===== src/rtl/tw_pkg.sv =====
package tw_pkg;
  typedef enum logic [2:0] {
    ST_IDLE,
    ST_CTRL,
    ST_AHI,
    ST_ALO,
    ST_WDATA,
    ST_RDATA
  } tw_state_e;
endpackage


===== src/rtl/tw_line_cond.sv =====
module tw_line_cond #(
  parameter int SYNC_STAGES = 2
) (
  input  logic clk,
  input  logic rst_n,
  input  logic scl_i,
  input  logic sda_i,
  output logic scl_lvl,
  output logic sda_lvl,
  output logic scl_rise,
  output logic scl_fall,
  output logic start_det,
  output logic stop_det
);
  logic [SYNC_STAGES-1:0] scl_sh;
  logic [SYNC_STAGES-1:0] sda_sh;
  logic scl_d;
  logic sda_d;

  always_ff @(posedge clk or negedge rst_n) begin
    if (!rst_n) begin
      scl_sh <= '1;
      sda_sh <= '1;
      scl_d  <= 1'b1;
      sda_d  <= 1'b1;
    end else begin
      scl_sh <= {scl_sh[SYNC_STAGES-2:0], scl_i};
      sda_sh <= {sda_sh[SYNC_STAGES-2:0], sda_i};
      scl_d  <= scl_sh[SYNC_STAGES-1];
      sda_d  <= sda_sh[SYNC_STAGES-1];
    end
  end

  assign scl_lvl   = scl_sh[SYNC_STAGES-1];
  assign sda_lvl   = sda_sh[SYNC_STAGES-1];
  assign scl_rise  = scl_lvl & ~scl_d;
  assign scl_fall  = ~scl_lvl & scl_d;
  assign start_det = scl_lvl & scl_d & sda_d & ~sda_lvl;
  assign stop_det  = scl_lvl & scl_d & ~sda_d & sda_lvl;
endmodule


===== src/rtl/tw_addr_ctr.sv =====
module tw_addr_ctr #(
  parameter int ADDR_W = 13,
  parameter int SECT_W = 5
) (
  input  logic              clk,
  input  logic              rst_n,
  input  logic              ld_hi,
  input  logic              ld_lo,
  input  logic [7:0]        ld_data,
  input  logic              inc_full,
  input  logic              inc_sect,
  output logic [ADDR_W-1:0] addr_q
);
  localparam int HI_W = ADDR_W - 8;

  logic [ADDR_W-1:0] addr_d;

  always_comb begin
    addr_d = addr_q;
    if (ld_hi)    addr_d[ADDR_W-1:8] = ld_data[HI_W-1:0];
    if (ld_lo)    addr_d[7:0]        = ld_data;
    if (inc_full) addr_d             = addr_q + 1'b1;
    if (inc_sect) addr_d[SECT_W-1:0] = addr_q[SECT_W-1:0] + 1'b1;
  end

  always_ff @(posedge clk or negedge rst_n) begin
    if (!rst_n) addr_q <= '0;
    else        addr_q <= addr_d;
  end

  // a sector step never disturbs the upper address bits
  assert_sector_hold_R6: assert property (@(posedge clk) disable iff (!rst_n)
    inc_sect |=> addr_q[ADDR_W-1:SECT_W] == $past(addr_q[ADDR_W-1:SECT_W]));

  // the read counter wraps from the top of the space to zero
  assert_full_wrap_R8: assert property (@(posedge clk) disable iff (!rst_n)
    (inc_full && addr_q == '1) |=> addr_q == '0);
endmodule


===== src/rtl/twowire_mem_slave.sv =====
module twowire_mem_slave
  import tw_pkg::*;
#(
  parameter int         ADDR_W   = 13,
  parameter int         SECT_W   = 5,
  parameter logic [3:0] DEV_TYPE = 4'b1010
) (
  input  logic              clk,
  input  logic              rst_n,
  input  logic              scl_i,
  input  logic              sda_i,
  output logic              sda_oe,
  input  logic [2:0]        chip_sel,
  input  logic              mem_busy,
  output logic [ADDR_W-1:0] mem_addr,
  input  logic [7:0]        mem_rdata,
  output logic              mem_wr,
  output logic [7:0]        mem_wdata
);
  localparam int CNT_W = 4;

  logic [1:0] rst_pipe;
  logic       rst_int_n;

  always_ff @(posedge clk or negedge rst_n) begin
    if (!rst_n) rst_pipe <= 2'b00;
    else        rst_pipe <= {rst_pipe[0], 1'b1};
  end
  assign rst_int_n = rst_pipe[1];

  logic scl_lvl, sda_lvl, scl_rise, scl_fall, start_det, stop_det;

  tw_line_cond #(.SYNC_STAGES(2)) u_line (
    .clk(clk), .rst_n(rst_int_n), .scl_i(scl_i), .sda_i(sda_i),
    .scl_lvl(scl_lvl), .sda_lvl(sda_lvl), .scl_rise(scl_rise),
    .scl_fall(scl_fall), .start_det(start_det), .stop_det(stop_det)
  );

  tw_state_e        state_q, state_d;
  logic [CNT_W-1:0] cnt_q, cnt_d;
  logic             ackph_q, ackph_d;
  logic [7:0]       sr_q, sr_d;
  logic             mack_q, mack_d;
  logic             oe_q, oe_d;
  logic             wr_q, wr_d;
  logic [7:0]       wdat_q, wdat_d;
  logic             ld_hi, ld_lo, inc_full;
  logic             sel_match;

  tw_addr_ctr #(.ADDR_W(ADDR_W), .SECT_W(SECT_W)) u_addr (
    .clk(clk), .rst_n(rst_int_n), .ld_hi(ld_hi), .ld_lo(ld_lo),
    .ld_data(sr_q), .inc_full(inc_full), .inc_sect(wr_q), .addr_q(mem_addr)
  );

  assign sel_match = (sr_q[7:4] == DEV_TYPE) && (sr_q[3:1] == chip_sel) && !mem_busy;

  always_comb begin
    state_d  = state_q;
    cnt_d    = cnt_q;
    ackph_d  = ackph_q;
    sr_d     = sr_q;
    mack_d   = mack_q;
    oe_d     = oe_q;
    wr_d     = 1'b0;
    wdat_d   = wdat_q;
    ld_hi    = 1'b0;
    ld_lo    = 1'b0;
    inc_full = 1'b0;
    if (start_det) begin
      state_d = ST_CTRL;
      cnt_d   = '0;
      ackph_d = 1'b0;
      oe_d    = 1'b0;
    end else if (stop_det) begin
      state_d = ST_IDLE;
      ackph_d = 1'b0;
      oe_d    = 1'b0;
    end else begin
      unique case (state_q)
        ST_IDLE: ;
        ST_RDATA: begin
          if (!ackph_q && scl_fall) begin
            if (cnt_q == CNT_W'(7)) begin
              ackph_d  = 1'b1;
              oe_d     = 1'b0;
              cnt_d    = '0;
              inc_full = 1'b1;
            end else begin
              sr_d  = {sr_q[6:0], 1'b0};
              oe_d  = ~sr_q[6];
              cnt_d = cnt_q + 1'b1;
            end
          end else if (ackph_q && scl_rise) begin
            mack_d = ~sda_lvl;
          end else if (ackph_q && scl_fall) begin
            ackph_d = 1'b0;
            if (mack_q) begin
              sr_d  = mem_rdata;
              oe_d  = ~mem_rdata[7];
              cnt_d = '0;
            end else begin
              state_d = ST_IDLE;
            end
          end
        end
        default: begin
          if (scl_rise && !ackph_q && cnt_q < CNT_W'(8)) begin
            sr_d  = {sr_q[6:0], sda_lvl};
            cnt_d = cnt_q + 1'b1;
          end else if (scl_fall && !ackph_q && cnt_q == CNT_W'(8)) begin
            cnt_d   = '0;
            ackph_d = 1'b1;
            oe_d    = 1'b1;
            if (state_q == ST_CTRL && !sel_match) begin
              ackph_d = 1'b0;
              oe_d    = 1'b0;
              state_d = ST_IDLE;
            end
            if (state_q == ST_AHI)   ld_hi = 1'b1;
            if (state_q == ST_ALO)   ld_lo = 1'b1;
            if (state_q == ST_WDATA) begin
              wr_d   = 1'b1;
              wdat_d = sr_q;
            end
          end else if (scl_fall && ackph_q) begin
            ackph_d = 1'b0;
            oe_d    = 1'b0;
            if (state_q == ST_CTRL) begin
              if (sr_q[0]) begin
                state_d = ST_RDATA;
                sr_d    = mem_rdata;
                oe_d    = ~mem_rdata[7];
              end else begin
                state_d = ST_AHI;
              end
            end else if (state_q == ST_AHI) begin
              state_d = ST_ALO;
            end else if (state_q == ST_ALO) begin
              state_d = ST_WDATA;
            end
          end
        end
      endcase
    end
  end

  always_ff @(posedge clk or negedge rst_int_n) begin
    if (!rst_int_n) begin
      state_q <= ST_IDLE;
      cnt_q   <= '0;
      ackph_q <= 1'b0;
      sr_q    <= '0;
      mack_q  <= 1'b0;
      oe_q    <= 1'b0;
      wr_q    <= 1'b0;
      wdat_q  <= '0;
    end else begin
      state_q <= state_d;
      cnt_q   <= cnt_d;
      ackph_q <= ackph_d;
      sr_q    <= sr_d;
      mack_q  <= mack_d;
      oe_q    <= oe_d;
      wr_q    <= wr_d;
      wdat_q  <= wdat_d;
    end
  end

  assign sda_oe    = oe_q;
  assign mem_wr    = wr_q;
  assign mem_wdata = wdat_q;

  // START always reopens control-byte reception
  assert_start_ctrl_R1: assert property (@(posedge clk) disable iff (!rst_int_n)
    start_det |=> state_q == ST_CTRL);

  // STOP returns to idle with the line released
  assert_stop_idle_R1: assert property (@(posedge clk) disable iff (!rst_int_n)
    stop_det |=> (state_q == ST_IDLE && !sda_oe));

  // a busy memory side gets no acknowledge on the control byte
  assert_busy_silent_R3: assert property (@(posedge clk) disable iff (!rst_int_n)
    (state_q == ST_CTRL && scl_fall && !ackph_q && cnt_q == CNT_W'(8) && mem_busy && !start_det && !stop_det)
    |=> (!sda_oe && state_q == ST_IDLE));

  // every write strobe lasts exactly one cycle
  assert_wr_pulse_R5: assert property (@(posedge clk) disable iff (!rst_int_n)
    mem_wr |=> !mem_wr);

  // the drive changes only while the synchronised clock line is low
  assert_drive_scl_low_R7: assert property (@(posedge clk) disable iff (!rst_int_n)
    !$stable(sda_oe) |-> !scl_lvl);

  // nothing is driven while idle
  assert_idle_release_R10: assert property (@(posedge clk) disable iff (!rst_int_n)
    state_q == ST_IDLE |-> !sda_oe);
endmodule


===== config.mk =====
export PLATFORM = sky130hd
export DESIGN_NAME = twowire_mem_slave
export DESIGN_NICKNAME = d
export VERILOG_FILES = /design/src/rtl/tw_pkg.sv /design/src/rtl/tw_line_cond.sv /design/src/rtl/tw_addr_ctr.sv /design/src/rtl/twowire_mem_slave.sv
export SDC_FILE = /design/constraint.sdc
export NUM_CORES = 1
export LEC_CHECK = 0
export BUFFER_PORTS_ARGS = -buffer_cell sky130_fd_sc_hd__buf_2
export CORE_MARGIN = 5
export CORE_UTILIZATION = 50
export CTS_BUF_LIST = sky130_fd_sc_hd__clkbuf_8
export DETAILED_ROUTE_END_ITERATION = 8
export PLACE_DENSITY_LB_ADDON = 0.15
export SETUP_SLACK_MARGIN = 0.2
export SYNTH_ARGS = -nofsm -noshare
export SYNTH_HDL_FRONTEND = slang
export SYNTH_SLANG_ARGS = --single-unit

===== constraint.sdc =====
create_clock -name clk -period 2.7 [get_ports clk]
set_clock_uncertainty 0.1 [all_clocks]
set_input_delay 0.405 -clock clk [delete_from_list [all_inputs] [get_ports clk]]
set_output_delay 0.405 -clock clk [all_outputs]
set_load 0.005 [all_outputs]

# Word level (Yosys, flattened, before mapping)
# Cells that the tools add are included.
totals:
  word_cells: 188
  input_bits: 16
  out_inout_bits: 23
  regBits: 48
op_classes:
  n_eq_ne: 30
  n_bitwise: 19
  magnitude_cmp: 1
  muxes: 86
  reduce_logical: 32
  n_addsub: 3
op_table:
  columns: ["op", "n"]
  rows:
  - ["8-bit 2-to-1 mux", 11]
  - ["1-bit 2-to-1 mux", 44]
  - ["3-bit 2-to-1 mux", 14]
  - ["4-bit 2-to-1 mux", 9]
  - ["4-bit inequality test, second input constant", 7]
  - ["5-bit inequality test, second input constant", 4]
  - ["6-bit AND reduction", 3]
  - ["8-bit case mux with 2 select lines", 1]
  - ["3-bit inequality test, second input constant", 5]
  - ["13-bit by 1-bit adder with 13-bit output, second input constant", 1]
  - ["13-bit 2-to-1 mux", 1]
  - ["1-bit inverter", 12]
  - ["3-bit nonzero test", 4]
  - ["11-bit AND reduction", 1]
  - ["5-bit 2-to-1 mux", 2]
  - ["10-bit AND reduction", 1]
  - ["1-bit logical AND", 9]
  - ["9-bit AND reduction", 1]
  - ["4-bit == test, second input constant", 2]
  - ["4-bit case mux with 2 select lines", 1]
  - ["4-bit nonzero test", 2]
  - ["1-bit AND", 7]
  - ["7-bit nonzero test", 1]
  - ["3-bit by 2-bit == test with 1-bit output, second input constant", 2]
  - ["20 further kinds", 26]

# Depth between registers and ports, before layout
# Gate-level depths: netlist (run 1).
logic_depth:
  ltp_word: 12
  mapped_depth: 8
  mapped_depth_nobuf: 7

# By module
# From an unflattened synthesis (run 1), not the netlist that was laid out.
unflattened:
  cells_unflattened: 282
  area_unflattened_um2: 2822.7
by_module_without_submodules:
  columns: ["mod", "instances", "area_per_inst_um2", "cells_per_inst", "seq_area_each_um2"]
  rows:
  - ["twowire_mem_slave", 1, 1844.3, 186, 725.7]
  - ["tw_addr_ctr", 1, 788.3, 86, 325.3]
  - ["tw_line_cond", 1, 190.2, 10, 157.7]

# Least setup slack after synthesis (run 1)
# No wires, ideal clock.
synth_timing:
  path_type: "register -> register"
  from: "reg u_line.scl_d"
  to: "reg u_addr.addr_q[9]"
  n_path_buf: 1
  arrival_ns: 2.319
  path_stages_with_launch: 9
  slack_ns: 0.148
  t_required_ns: 2.468
  synth_period_minus_slack_ns: 2.552
  cell_sequence: "dfstp_2 nor2b_1 ha_1 buf_2 and4b_2 o211ai_2 or4_1 nand3_1 o211ai_1"
synth_via:
  elab_chain_len: 9
synth_lines:
  columns: ["element", "line_no", "text"]
  rows:
  - ["start, declared", "tw_line_cond.sv:17", "logic scl_d;"]
  - ["start signal, assigned", "tw_line_cond.sv:29", "scl_d <= scl_sh[SYNC_STAGES-1];"]
  - ["1-bit AND / 1-bit inverter (equally long branches)", "tw_line_cond.sv:37, tw_line_cond.sv:36", null]
  - ["1-bit logical AND / 1-bit AND (equally long branches)", "twowire_mem_slave.sv:82, twowire_mem_slave.sv:110, tw_line_cond.sv:36", null]
  - ["1-bit logical AND (on tied branches)", "twowire_mem_slave.sv:110, twowire_mem_slave.sv:107", null]
  - ["1-bit 2-to-1 mux / 1-bit logical AND (equally long branches)", "twowire_mem_slave.sv:110, twowire_mem_slave.sv:107", null]
  - ["1-bit 2-to-1 mux", "twowire_mem_slave.sv:107", "if (scl_rise && !ackph_q && cnt_q < CNT_W'(8)) begin"]
  - ["1-bit 2-to-1 mux", "twowire_mem_slave.sv:79", "unique case (state_q)"]
  - ["1-bit 2-to-1 mux", "twowire_mem_slave.sv:74", "end else if (stop_det) begin"]
  - ["1-bit 2-to-1 mux", "twowire_mem_slave.sv:69", "if (start_det) begin"]
  - ["2-bit nonzero test (no line)", null, null]
  - ["end signal, assigned", "tw_addr_ctr.sv:28", "else addr_q <= addr_d;"]
  - ["end, declared", "tw_addr_ctr.sv:12", "output logic [ADDR_W-1:0] addr_q"]
# Parallel ways exist; a longest one is shown, timed or not.
# A chain may end at the register's enable or synchronous reset.

# Worst setup path in the final report (run 1)
layout_timing:
  from: "reg u_line.scl_d"
  to: "reg u_addr.addr_q[4]"
layout_via:
  elab_chain_len: 9
layout_lines:
  columns: ["element", "line_no"]
  rows:
  - ["1-bit AND / 1-bit inverter (equally long branches)", "tw_line_cond.sv:37, tw_line_cond.sv:36"]
  - ["1-bit logical AND / 1-bit AND (equally long branches)", "twowire_mem_slave.sv:82, twowire_mem_slave.sv:110, tw_line_cond.sv:36"]
  - ["1-bit logical AND (on tied branches)", "twowire_mem_slave.sv:110, twowire_mem_slave.sv:107"]
  - ["1-bit 2-to-1 mux / 1-bit logical AND (equally long branches)", "twowire_mem_slave.sv:110, twowire_mem_slave.sv:107"]
  - ["1-bit 2-to-1 mux", "twowire_mem_slave.sv:107"]
  - ["1-bit 2-to-1 mux", "twowire_mem_slave.sv:79"]
  - ["1-bit 2-to-1 mux", "twowire_mem_slave.sv:74"]
  - ["1-bit 2-to-1 mux", "twowire_mem_slave.sv:69"]
  - ["3-bit nonzero test (no line)", null]
# Parallel ways exist; a longest one is shown, timed or not.

==> flow_summary.toml, run 1 <==
[setup_path]
cp-start-kind = "flip-flop"
worst_ep_arrival_time_ps = 2510
cp_slowest_stage_delay_ps = 590
cp_slowest_cell = "dfstp_2"
end_kind = "flip-flop"
worstPathMaxFanout = 7
path_buf_inv = 0
path_delay_family = "simple AND/OR/NAND/NOR gates"
path_class = "reg -> reg"
cp.required_ps = 2800
crit_chain = "nor2b_4, ha_4, nand4b_4, or4_1, or3_1, o221a_2"

[pwr]
vdd_drop_max_mv = 0.3744
power_mw = 1.793
p_leak_nw = 1.506
power_density_nw_per_um2 = 551.2

[synth]
ys_seq_area_frac = 0.4314
ys_types = 69
syn_inst = 277
syn_avg_cell_area_um2 = 10.11
synth_seq_cells = 48
synth_async_sr_flop_share = 1.000
synthesis.nets = 299
synth_warnings = 0
syn-cell-area_um2 = 2801
synth_top_flop_cell = "dfrtp_1"
synth_edf_count = 0

[cells_and_area]
register_area_um2 = 1210
diodes = 0
fillers = 481
layout.cells.most_common = "dfrtp_1"
final_cell_mix = "41 x dfrtp_1, 39 x buf_2, 20 x nand2_1, 17 x nor2_1"
area_delta_synth_final_pct = 16.08
multiInputGateArea_um2 = 1533
final_nets = 347
drive_above_1_share = 0.2914

[detailed_routing]
dr.first_iter.drc_count = 242
drt_pass1_iterations = 4
routedWlPerCell_um = 17.69
viasPerCell = 5.992
route.vias.total = 2385
drc = 0
postRouteAntennaNets = 0
wirelength_mm = 7.039

[sta]
post-route-period-util = 0.8916
worst_pin_slew_ps = 996.6
fmaxAchievable_ghz = 0.4154
relSlewSlack = 0.3356
finalSetupViolCount = 0
setup_ws_ps = 292.6
finalHoldViolations = 0
maxSlewViolCount = 0
fin_tns_setup_ps = 0
finalCriticalPeriod_ps = 2407
rsz0062_at_grt = "no"

[floorplan]
start_util = 0.5119
fp.coreArea_um2 = 5473
rows = 27
ioPinCount = 39
die_h_um = 84.85
die_w_um = 84.85
fp.dieArea_um2 = 7200

[clock_tree]
clk-insertion-delay-late_ps = 310
cts_buffers = 5
path_clk_slew_ps = 100
cts_tree = "yes"
cts.sinks = 48
htree_levels = 2
clockRootBuffer = "clkbuf_8"
clockBufferDepth = 2

[global_routing]
grt_overflow = 0
grtUsageTotal = 0.2022
grt_pass1_vias = 2356
grt_pass1_wl_mm = 11.86
grt_max_degree = 47
antenna_found_initial = 0

[flow_run]
maxCapViolCount = 0

[place]
hpwl_mm = 5.183
io_buffers = 38
place_ws_ps = 178.5
gp_congestion = 0.8831

[hold_path]
hold_path.class = "in -> reg"

[status]
status = "completed"
==> report_power, final <==
part	switching [mW]	internal (mW)	leakage [nW]	total, mW
Combinational	0.224	0.192	0.832	0.416
Clock	0.266	0.185	0.0445	0.451
Sequential	0.136	0.790	0.630	0.926
Total	0.626	1.17	1.51	1.79
==> per-stage QoR <==
step	utilization	cell area [µm²]	instances	hold slack (ps)
after floorplan	-	2806	277	9.409
after global placement	0.5677	3107	387	90.45
after detailed placement	0.5677	3107	387	91.73
after CTS	0.5878	3217	396	78.50
after global routing	0.5942	3252	398	80.49
final	0.5942	3252	398	93.24
==> Yosys cell counts (6+ instances only) <==
library cell  count  share of area
nor3_1            7          0.013
mux2_2            9          0.036
dfstp_2           6          0.056
a21oi_1           9          0.016
dfrtp_1          42           0.38
o21ai_0          13          0.023
nand3_1          13          0.023
ha_1              6          0.027
mux2i_1           7          0.025
nand2_1          20          0.027
nor2_1           18          0.024
inv_1            12          0.016
buf_2             6          0.011
nand3b_1          6          0.016
mux2_1            6          0.024
==> path summary, 6_finish.rpt <==
check | slack (ps) | end | depth (start not counted) | startpoint
max in group asynchronous | 1540 | u_addr.addr_q[2] | 0 | rst_pipe[1]
worst max-delay path | 290 | u_addr.addr_q[4] | 6 | u_line.scl_d
min in group asynchronous | 300 | rst_pipe[1] | 2 | rst_n
worst max register to register | 290 | u_addr.addr_q[4] | 6 | u_line.scl_d
worst min register to register | 260 | u_line.scl_sh[1] | 0 | u_line.scl_sh[0]
worst min-delay path | 90 | u_line.sda_sh[0] | 1 | sda_i
==> sequential cells by signal, summed over array words and instances, names as in the netlist <==
name           cells
u_line.scl_sh      2
ackph_q            1
u_line.scl_d       1
sda_oe             1
u_line.sda_sh      2
sr_q               8
state_q            3
u_addr.addr_q     13
rst_pipe           2
mem_wdata          8
cnt_q              4
u_line.sda_d       1
mem_wr             1
mack_q             1
==> routing by layer <==
metal | global-route usage | part of all wire
met5 | 0 | 0
met4 | 0.06475 | 0.015
met3 | 0.03398 | 0.061
met2 | 0.3068 | 0.45
met1 | 0.2953 | 0.48
==> cell families (layout without fill, tap and decap cells) <==
logic type	Yosys count	in the layout	share of synthesized area
flip-flops	48	48	0.4314
multiplexers	22	22	0.08531
AO/OA/AOI/OAI	70	70	0.1885
XOR/XNOR	5	5	0.01563
other	1	1	0.001339
buffers and inverters	22	71	0.03484
adder cells (fa/ha/maj)	6	6	0.02680
AND/OR/NAND/NOR	103	103	0.2162
==> timing repair <==
item / 4_1_cts / 5_1_grt
resized for setup: 1 / 4
endpoints found under the setup margin: 6 / 17
hold buffers: 1 / 0
endpoints found under the hold margin: 2 / 0
pin swaps: 0 / 1
setup buffers: 0 / 2
==> worst register-to-register path, delay by kind of cell (launching register included) <==
family	cells	cell delay [ps]
AO/OA/AOI/OAI	1	130
adder cells (fa/ha/maj)	1	210
AND/OR/NAND/NOR	4	1280
flip-flops	1	590
==> final cells by class <==
cell class / instances / area share
clock buffer: 5 / 0.02116
clock inverter: 3 / 0.006541
inverter: 13 / 0.01501
timing repair buffer: 50 / 0.08619
sequential: 48 / 0.3721
multi-input combinational: 207 / 0.4713
tap: 72 / 0.02770
Note: power is estimated with default switching activity, not from simulation.
==> inputs of run 2 (changes only) <==
--- a/config.mk
+++ b/config.mk
@@ -5,11 +5,14 @@
 export SDC_FILE = /design/constraint.sdc
 export NUM_CORES = 1
 export LEC_CHECK = 0
+export ABC_CLOCK_PERIOD_IN_PS = 2700
 export BUFFER_PORTS_ARGS = -buffer_cell sky130_fd_sc_hd__buf_2
 export CORE_MARGIN = 5
 export CORE_UTILIZATION = 50
 export CTS_BUF_LIST = sky130_fd_sc_hd__clkbuf_8
+export CTS_CLUSTER_DIAMETER = 30
 export DETAILED_ROUTE_END_ITERATION = 8
+export MAX_ROUTING_LAYER = met4
 export PLACE_DENSITY_LB_ADDON = 0.15
 export SETUP_SLACK_MARGIN = 0.2
 export SYNTH_ARGS = -nofsm -noshare
==> run 2 against run 1 <==
Compared with the run above: register-to-register slack about the same; critical path depth unchanged; via count increased by 2.6%; critical path type unchanged.
==> flow_summary.toml, run 2 (synthesized netlist as in run 1, its figures left out) <==
[status]
status = "completed"

[setup_path]
worst_ep_arrival_time_ps = 2520
crit_chain = "nor2b_4, ha_4, nand4b_4, or4_4, or3_1, o221a_2"
cp_slowest_cell = "dfstp_2"
rr_worst_depth = 6
cp_slowest_stage_delay_ps = 590
worstPathMaxFanout = 12
r2r_setup_slack_ps = 290
end_kind = "flip-flop"
rr_startpoint = "u_line.scl_d"
path_class = "reg -> reg"
cp.required_ps = 2810
reg2reg_to = "u_addr.addr_q[3]"
cp-start-kind = "flip-flop"

[cells_and_area]
diodes = 0
fillers = 469
largest_reg_flops = 13
register_area_um2 = 1210
layout.cells.most_common = "dfrtp_1"
area_delta_synth_final_pct = 18.04
final_nets = 344
drive_above_1_share = 0.2879
regMostFlops = "u_addr.addr_q"
multiInputGateArea_um2 = 1560
final_cell_mix = "41 x dfrtp_1, 38 x buf_2, 20 x nand2_1, 17 x nor2_1"

[hold_path]
hold_path.class = "in -> reg"
hold_path_depth = 1
hold_path_end = "u_line.sda_sh[0]"
hp-start = "sda_i"

[clock_tree]
postCtsSetupBuffers = 0
clk-insertion-delay-late_ps = 310
htree_levels = 2
clockRootBuffer = "clkbuf_8"
cts_tree = "yes"
cts_buffers = 5
clockBufferDepth = 2
cts.sinks = 48
path_clk_slew_ps = 100

[detailed_routing]
drc = 0
viasPerCell = 6.192
dr.first_iter.drc_count = 253
wirelength_mm = 7.160
drt_pass1_iterations = 5
postRouteAntennaNets = 0
route.vias.total = 2446
routedWlPerCell_um = 18.13

[sta]
finalSetupViolCount = 0
finalCriticalPeriod_ps = 2414
fin_tns_setup_ps = 0
fmaxAchievable_ghz = 0.4143
maxSlewViolCount = 0
post-route-period-util = 0.8940
worst_pin_slew_ps = 1001
finalHoldViolations = 0
rsz0062_at_grt = "no"
relSlewSlack = 0.3330

[global_routing]
grt_pass1_wl_mm = 11.97
grt_pass1_vias = 2364
grtUsageTotal = 0.2113
grt_overflow = 0
grt_max_degree = 47
antenna_found_initial = 0

[place]
io_buffers = 38
hpwl_mm = 5.237
gp_congestion = 0.8980

[floorplan]
rows = 27
ioPinCount = 39
die_w_um = 84.85
start_util = 0.5119
die_h_um = 84.85
fp.coreArea_um2 = 5473
fp.dieArea_um2 = 7200

[pwr]
p_leak_nw = 1.515
vdd_drop_max_mv = 0.4144
power_mw = 1.996
power_density_nw_per_um2 = 603.6

[flow_run]
maxCapViolCount = 0
-- run 2: worst max-delay path by stage --
stage | end | depth (start not counted) | slack [ps] | from
after floorplan | u_addr.addr_q[9] | 8 | 230 | u_line.scl_d
after global placement | u_addr.addr_q[9] | 7 | 170 | u_line.scl_d
after detailed placement | u_addr.addr_q[3] | 6 | 110 | u_line.scl_d
after CTS | u_addr.addr_q[9] | 7 | 200 | u_line.scl_d
after global routing | sr_q[4] | 8 | 210 | u_line.scl_d
final | u_addr.addr_q[3] | 6 | 290 | u_line.scl_d
-- run 2: timing repair --
item                                    4_1_cts  5_1_grt
endpoints found under the hold margin         2        0
endpoints found under the setup margin        9       16
resized for setup                             2        6
hold buffers                                  1        0
pin swaps                                     0        1
-- run 2: layout make-up --
class	count	area share
clock buffer	5	0.02081
clock inverter	3	0.02081
inverter	13	0.01476
multi-input combinational	207	0.4718
sequential	48	0.3659
tap	72	0.02724
timing repair buffer	47	0.07870
-- run 2: power breakdown --
group | total (mW) | internal (mW) | switching, mW
clock network | 0.644 | 0.373 | 0.270
logic | 0.423 | 0.191 | 0.232
registers | 0.929 | 0.790 | 0.139
total | 2.00 | 1.35 | 0.642
-- run 2: worst max-delay path, delay by kind of cell, from the launching register on --
kind	cells	cell delay (ps)
simple gates	4	1250
fa+ha+maj	1	240
compound gates	1	130
flops	1	590
-- run 2: layer usage --
metal | up-vias | track usage | part of all wire
met5 | - | - | 0
met4 | 0 | 0.05324 | 0.0096
met3 | 8 | 0.04272 | 0.067
met2 | 104 | 0.3068 | 0.45
met1 | 1199 | 0.3040 | 0.47
li1 | 1135 | - | -
-- run 2: stage by stage --
step	std cells	hold slack, ps	area (µm²)	utilization	worst slack, ps
after detailed placement	386	94.69	3099	0.5663	108.8
after floorplan	277	9.409	2806	-	226.8
final	395	90.68	3307	0.6043	286.2
after global routing	395	73.72	3307	0.6043	205.0
after global placement	386	90.73	3099	0.5663	173.9
after CTS	395	83.67	3261	0.5958	201.9
